<file path="src/rtl/ptp_tag_pkg.sv">
package ptp_tag_pkg;

    // EtherType that marks a Layer 2 PTP frame
    localparam logic [15:0] PTP_ETYPE = 16'h88F7;

    // direction codes placed in the event-kind field
    localparam logic [3:0] KIND_RX = 4'h4;
    localparam logic [3:0] KIND_TX = 4'h5;

    typedef struct packed {
        logic [7:0]  rsvd;
        logic [3:0]  kind;
        logic [3:0]  msg;
        logic [15:0] seq;
    } evt_word_t;

    function automatic evt_word_t pack_event(logic [3:0] kind,
                                             logic [3:0] msg,
                                             logic [15:0] seq);
        evt_word_t w;
        w.rsvd = 8'h00;
        w.kind = kind;
        w.msg  = msg;
        w.seq  = seq;
        return w;
    endfunction

endpackage

</file>
<file path="src/rtl/ptp_frame_pos.sv">
// Tracks whether a frame is open and the position of the current byte in it.
module ptp_frame_pos #(
    parameter int IDX_W = 6
) (
    input  logic             clk,
    input  logic             rst,
    input  logic             byte_vld,
    input  logic             byte_sof,
    input  logic             byte_eof,
    output logic             beat_vld,
    output logic [IDX_W-1:0] beat_idx
);
    localparam logic [IDX_W-1:0] IDX_MAX = '1;

    logic             active_q;
    logic [IDX_W-1:0] next_q;

    always_comb begin
        beat_vld = byte_vld && (byte_sof || active_q);
        beat_idx = byte_sof ? '0 : next_q;
    end

    always_ff @(posedge clk) begin
        if (rst) begin
            active_q <= 1'b0;
            next_q   <= '0;
        end else if (beat_vld) begin
            active_q <= !byte_eof;
            // saturate so that a long frame never reaches the trigger index again
            next_q   <= (beat_idx == IDX_MAX) ? IDX_MAX : beat_idx + 1'b1;
        end
    end
endmodule

</file>
<file path="src/rtl/ptp_field_grab.sv">
// Captures the header fields and the start-of-frame timestamp.
module ptp_field_grab #(
    parameter int TS_W      = 32,
    parameter int IDX_W     = 6,
    parameter int ETYPE_OFS = 12,
    parameter int MSG_OFS   = 14,
    parameter int SEQ_OFS   = 30
) (
    input  logic             clk,
    input  logic             rst,
    input  logic             beat_vld,
    input  logic [IDX_W-1:0] beat_idx,
    input  logic [7:0]       byte_data,
    input  logic [TS_W-1:0]  ts_count,
    output logic [15:0]      etype_q,
    output logic [3:0]       msg_q,
    output logic [7:0]       seq_hi_q,
    output logic [TS_W-1:0]  stamp_q
);
    localparam logic [IDX_W-1:0] AT_MSG = IDX_W'(MSG_OFS);
    localparam logic [IDX_W-1:0] AT_SEQ = IDX_W'(SEQ_OFS);

    // one capture register per EtherType byte, most significant first
    for (genvar g = 0; g < 2; g++) begin : g_etype
        localparam logic [IDX_W-1:0] AT = IDX_W'(ETYPE_OFS + g);
        logic [7:0] byte_q;
        always_ff @(posedge clk) begin
            if (rst)
                byte_q <= '0;
            else if (beat_vld && beat_idx == AT)
                byte_q <= byte_data;
        end
    end

    assign etype_q = {g_etype[0].byte_q, g_etype[1].byte_q};

    always_ff @(posedge clk) begin
        if (rst) begin
            msg_q    <= '0;
            seq_hi_q <= '0;
            stamp_q  <= '0;
        end else if (beat_vld) begin
            if (beat_idx == '0)
                stamp_q <= ts_count;
            if (beat_idx == AT_MSG)
                msg_q <= byte_data[3:0];
            if (beat_idx == AT_SEQ)
                seq_hi_q <= byte_data;
        end
    end
endmodule

</file>
<file path="src/rtl/ptp_evt_emit.sv">
// Decides on the trigger byte and registers the event outputs.
module ptp_evt_emit
    import ptp_tag_pkg::*;
#(
    parameter int TS_W    = 32,
    parameter int IDX_W   = 6,
    parameter int SEQ_OFS = 30,
    parameter bit IS_TX   = 1'b0
) (
    input  logic             clk,
    input  logic             rst,
    input  logic             beat_vld,
    input  logic [IDX_W-1:0] beat_idx,
    input  logic [7:0]       byte_data,
    input  logic [15:0]      etype,
    input  logic [3:0]       msg,
    input  logic [7:0]       seq_hi,
    input  logic [TS_W-1:0]  stamp,
    output logic             evt_vld,
    output logic [31:0]      evt_word,
    output logic [TS_W-1:0]  evt_stamp
);
    localparam logic [IDX_W-1:0] AT_LAST = IDX_W'(SEQ_OFS + 1);

    logic [3:0] kind_c;
    logic       fire;

    if (IS_TX) begin : g_kind_tx
        assign kind_c = KIND_TX;
    end else begin : g_kind_rx
        assign kind_c = KIND_RX;
    end

    assign fire = beat_vld && (beat_idx == AT_LAST) && (etype == PTP_ETYPE);

    always_ff @(posedge clk) begin
        if (rst) begin
            evt_vld   <= 1'b0;
            evt_word  <= '0;
            evt_stamp <= '0;
        end else begin
            evt_vld <= fire;
            if (fire) begin
                evt_word  <= pack_event(kind_c, msg, {seq_hi, byte_data});
                evt_stamp <= stamp;
            end
        end
    end
endmodule

</file>
<file path="src/rtl/ptp_evt_tagger.sv">
module ptp_evt_tagger
    import ptp_tag_pkg::*;
#(
    parameter int TS_W      = 32,
    parameter bit IS_TX     = 1'b0,
    parameter int ETYPE_OFS = 12,
    parameter int MSG_OFS   = 14,
    parameter int SEQ_OFS   = 30
) (
    input  logic            clk,
    input  logic            rst,
    input  logic            byte_vld,
    input  logic            byte_sof,
    input  logic            byte_eof,
    input  logic [7:0]      byte_data,
    input  logic [TS_W-1:0] ts_count,
    output logic            evt_vld,
    output logic [31:0]     evt_word,
    output logic [TS_W-1:0] evt_stamp
);
    localparam int LAST_OFS = SEQ_OFS + 1;
    // one spare bit so the saturated position never equals the trigger index
    localparam int IDX_W    = $clog2(LAST_OFS + 1) + 1;

    logic             beat_vld;
    logic [IDX_W-1:0] beat_idx;
    logic [15:0]      etype_q;
    logic [3:0]       msg_q;
    logic [7:0]       seq_hi_q;
    logic [TS_W-1:0]  stamp_q;

    ptp_frame_pos #(.IDX_W(IDX_W)) pos_i (
        .clk      (clk),
        .rst      (rst),
        .byte_vld (byte_vld),
        .byte_sof (byte_sof),
        .byte_eof (byte_eof),
        .beat_vld (beat_vld),
        .beat_idx (beat_idx)
    );

    ptp_field_grab #(
        .TS_W      (TS_W),
        .IDX_W     (IDX_W),
        .ETYPE_OFS (ETYPE_OFS),
        .MSG_OFS   (MSG_OFS),
        .SEQ_OFS   (SEQ_OFS)
    ) grab_i (
        .clk       (clk),
        .rst       (rst),
        .beat_vld  (beat_vld),
        .beat_idx  (beat_idx),
        .byte_data (byte_data),
        .ts_count  (ts_count),
        .etype_q   (etype_q),
        .msg_q     (msg_q),
        .seq_hi_q  (seq_hi_q),
        .stamp_q   (stamp_q)
    );

    ptp_evt_emit #(
        .TS_W    (TS_W),
        .IDX_W   (IDX_W),
        .SEQ_OFS (SEQ_OFS),
        .IS_TX   (IS_TX)
    ) emit_i (
        .clk       (clk),
        .rst       (rst),
        .beat_vld  (beat_vld),
        .beat_idx  (beat_idx),
        .byte_data (byte_data),
        .etype     (etype_q),
        .msg       (msg_q),
        .seq_hi    (seq_hi_q),
        .stamp     (stamp_q),
        .evt_vld   (evt_vld),
        .evt_word  (evt_word),
        .evt_stamp (evt_stamp)
    );
endmodule

</file>
<file path="config.mk">
export PLATFORM = sky130hd
export DESIGN_NAME = ptp_evt_tagger
export DESIGN_NICKNAME = d
export VERILOG_FILES = /design/src/rtl/ptp_tag_pkg.sv /design/src/rtl/ptp_frame_pos.sv /design/src/rtl/ptp_field_grab.sv /design/src/rtl/ptp_evt_emit.sv /design/src/rtl/ptp_evt_tagger.sv
export SDC_FILE = /design/constraint.sdc
export NUM_CORES = 1
export LEC_CHECK = 0
export CAP_MARGIN = 10
export CORE_MARGIN = 3
export CORE_UTILIZATION = 50
export CTS_CLUSTER_DIAMETER = 100
export DETAILED_ROUTE_END_ITERATION = 12
export HOLD_SLACK_MARGIN = 0.15
export PLACE_DENSITY = 0.91
export SYNTH_ARGS = -nofsm -noshare
export SYNTH_HDL_FRONTEND = slang
export SYNTH_SLANG_ARGS = --single-unit
</file>
<file path="constraint.sdc">
create_clock -name clk -period 2.23 [get_ports clk]
set_input_delay 0.446 -clock clk [delete_from_list [all_inputs] [get_ports clk]]
set_output_delay 0.446 -clock clk [all_outputs]
set_load 0.005 [all_outputs]
</file>
==> results.py <==
metrics = {
    "critical_path": {
        "crit_required_ps": 2670,
        "critPathMaxFanout": 16,
        "critPathKind": "reg2reg",
        "reg2reg_to": "emit_i.evt_word[7]$_SDFFE_PP0P_",
        "worstSetupEndpointType": "register",
        "cp.arrival_ps": 2390,
        "cp-endpoint": "emit_i.evt_word[7]$_SDFFE_PP0P_",
        "path_cells": "or4b_4 > nor4_4 > and3_1 > buf_12 > mux2i_1",
        "critPathMaxStageDelay_ps": 560,
        "reg2reg_depth": 5,
        "r2r_setup_slack_ps": 290,
        "crit_slowest_cell": "or4b_4",
        "worstReg2RegStart": "grab_i.g_etype[0].byte_q[4]$_SDFFE_PP0P_",
        "startpoint": "grab_i.g_etype[0].byte_q[4]$_SDFFE_PP0P_",
        "critPathLaunchType": "register",
    },
    "global_route": {
        "track_usage": 0.224,
        "grt_max_degree": 53,
        "grt-ovfl-total": 0,
        "grt_pass1_vias": 4187,
        "grt_pass1_wl_mm": 19.7,
        "antenna_found_initial": 0,
    },
    "timing": {
        "min_period_ps": 1940,
        "rsz0062_at_grt": "no",
        "post-route-period-util": 0.871,
        "max_freq_mhz": 515,
        "report.final.slew_viol_count": 0,
        "final-setup-viol-count": 0,
        "skew_ps": 9.98,
        "hold_violations": 0,
    },
    "floorplan": {
        "rows": 35,
        "die_width_um": 105,
        "ios": 110,
        "die-height_um": 105,
        "fp.coreArea_sq_mm": 0.00937,
        "initial_core_util": 0.521,
        "dieArea_sq_mm": 0.0110,
    },
    "synth": {
        "synthArstFlopShare": 0,
        "synth-edff-count": 0,
        "ys_ff_latch": 121,
        "ys_types": 41,
        "synthCells": 492,
        "synth_area_sq_mm": 0.00488,
        "ys.flop_type": "dfxtp_1",
        "yosysSeqAreaShare": 0.496,
        "ys_warn_count": 0,
        "syn_area_per_cell_sq_um": 9.92,
    },
    "routing": {
        "drt-total-wl_mm": 12.2,
        "routed-via-count": 3900,
        "viasPerCell": 5.26,
        "firstDrtPassIters": 4,
        "drtIter0Drc": 210,
        "drc": 0,
        "ant_nets": 0,
        "routedWlPerCell_um": 16.4,
    },
    "pwr": {
        "irDropWorstVdd_mv": 0.484,
        "power_frac_comb": 0.054,
        "leakagePower_nw": 2.67,
        "internal_power_mw": 4.05,
        "pwr-share-clk": 0.522,
        "power_density_mw_per_mm2": 781,
        "seqPwrFrac": 0.424,
        "power_switching_mw": 1.18,
        "sw_frac_of_total": 0.225,
    },
    "clock_tree": {
        "holdBufCountCts": 0,
        "clkTransAtPathRegs_ps": 60,
        "postCtsSetupRepairBufs": 0,
        "cts_buffers": 17,
        "htreeDepth": 4,
        "clock_path_buffers": 2,
        "cts_resized": 0,
        "clockRootBuffer": "clkbuf_8",
        "cts.sinks": 121,
        "clk_latency_ps": 520,
        "cts_tree": "yes",
    },
    "placed_design": {
        "dp_hpwl_mm": 8.11,
        "placement.io_buffers": 98,
        "placed_cells": 710,
        "dpl-instance-area_sq_mm": 0.00610,
        "routabilityCongestion": 0.843,
    },
    "finish": {
        "post_route_cells_drive_above_1_share": 0.108,
        "final_common_cell": "dfxtp_1",
        "fin_area_sq_mm": 0.00669,
        "final_cell_mix": "121 x dfxtp_1, 109 x nand2_1, 98 x clkdlybuf4s50_1, 96 x mux2i_1, 29 x nor2_1",
        "fill_cells": 659,
        "layout.nets": 645,
        "syn_to_final_growth_pct": 37.1,
        "fin_util": 0.714,
        "insertedDiodeCount": 0,
        "finalNonFillerCells": 742,
    },
    "job": {
        "maxCapViolCount": 0,
    },
    "outcome": {
        "outcome": "complete, no violations",
    },
    "min_path": {
        "min_path_type": "reg2reg",
    },
}
[critical path, delay by kind of cell (launching register included)]
family | cells | cell delay (ps)
buffers and inverters | 1 | 190
flip-flops | 1 | 320
multiplexers | 1 | 210
AND/OR/NAND/NOR | 3 | 1140
[per-stage QoR]
step                      power [mW]  hold slack (ps)  setup TNS (ps)  setup slack [ps]
final                           5.23              459               0               287
after global routing            5.37              481               0               195
after CTS                       5.25              463               0               276
after detailed placement        2.54              453           -4650              -131
after global placement          2.53              445            -501             -16.4
after floorplan                 2.42              442               0               146
[worst min-delay path by stage]
stage	cells after the start	to	from
global route	3	grab_i.stamp_q[24]$_SDFFE_PP0P_	ts_count[24]
global placement	2	emit_i.evt_stamp[10]$_SDFFE_PP0P_	emit_i.evt_stamp[10]$_SDFFE_PP0P_
finish	2	emit_i.evt_stamp[27]$_SDFFE_PP0P_	emit_i.evt_stamp[27]$_SDFFE_PP0P_
detailed placement	2	emit_i.evt_stamp[3]$_SDFFE_PP0P_	emit_i.evt_stamp[3]$_SDFFE_PP0P_
floorplan	2	emit_i.evt_stamp[10]$_SDFFE_PP0P_	grab_i.stamp_q[10]$_SDFFE_PP0P_
CTS	2	emit_i.evt_stamp[27]$_SDFFE_PP0P_	emit_i.evt_stamp[27]$_SDFFE_PP0P_
[synthesized netlist by cell type, types with 2 or more instances]
cell      number  share of area
dfxtp_1      121           0.50
nand2_1      109          0.084
mux2i_1       96           0.20
nor2_1        30          0.023
clkbuf_1      22          0.017
inv_1         17          0.013
a311oi_1      16          0.029
a31o_1        16          0.029
buf_4         12          0.018
a21oi_1        7         0.0072
buf_2          5         0.0051
buf_6          4         0.0092
a211oi_1       3         0.0046
nor4_4         3          0.013
and3_1         2         0.0026
nor3_1         2         0.0021
o21a_1         2         0.0031
o21ai_0        2         0.0021
[power groups by stage]
stage                     Combinational, mW  Clock (mW)  Sequential, mW
after detailed placement              0.279           0            2.26
after floorplan                       0.158           0            2.26
after global placement                0.271           0            2.26
final                                 0.281        2.73            2.22
after CTS                             0.282        2.75            2.22
after global routing                  0.305        2.85            2.22
[kinds of logic after synthesis]
family,synth area share
AOI/OAI and AO/OA,0.0859
other,0.000768
muxes,0.197
and+or+nand+nor,0.153
DFF,0.496
buffers and inverters,0.0667
[registers in the layout, summed over array words and instances, names as in the netlist]
signal                 cells
emit_i.evt_stamp          32
grab_i.stamp_q            32
emit_i.evt_word           21
grab_i.g_etype.byte_q     16
grab_i.seq_hi_q            8
pos_i.next_q               6
grab_i.msg_q               4
emit_i.evt_vld             1
pos_i.active_q             1
[metal layers]
layer | global-route usage | part of all wire | up-vias
met2 | 0.404 | 0.53 | 107
li1 | - | - | 1890
met5 | 0 | 0 | -
met1 | 0.252 | 0.40 | 1880
met4 | 0.0834 | 0.022 | 0
met3 | 0.0568 | 0.039 | 23
[area by class of cell]
class                           count  area (sq um)  share of cell area
Clock buffer                       19           422              0.0630
Sequential cell                   121          2420               0.362
Tap cell                          129           161              0.0241
Multi-Input combinational cell    319          2180               0.325
Timing Repair Buffer              123          1270               0.190
Clock inverter                     13           171              0.0256
Inverter                           18          68.8              0.0103
Power figures use the tool's default switching activity.
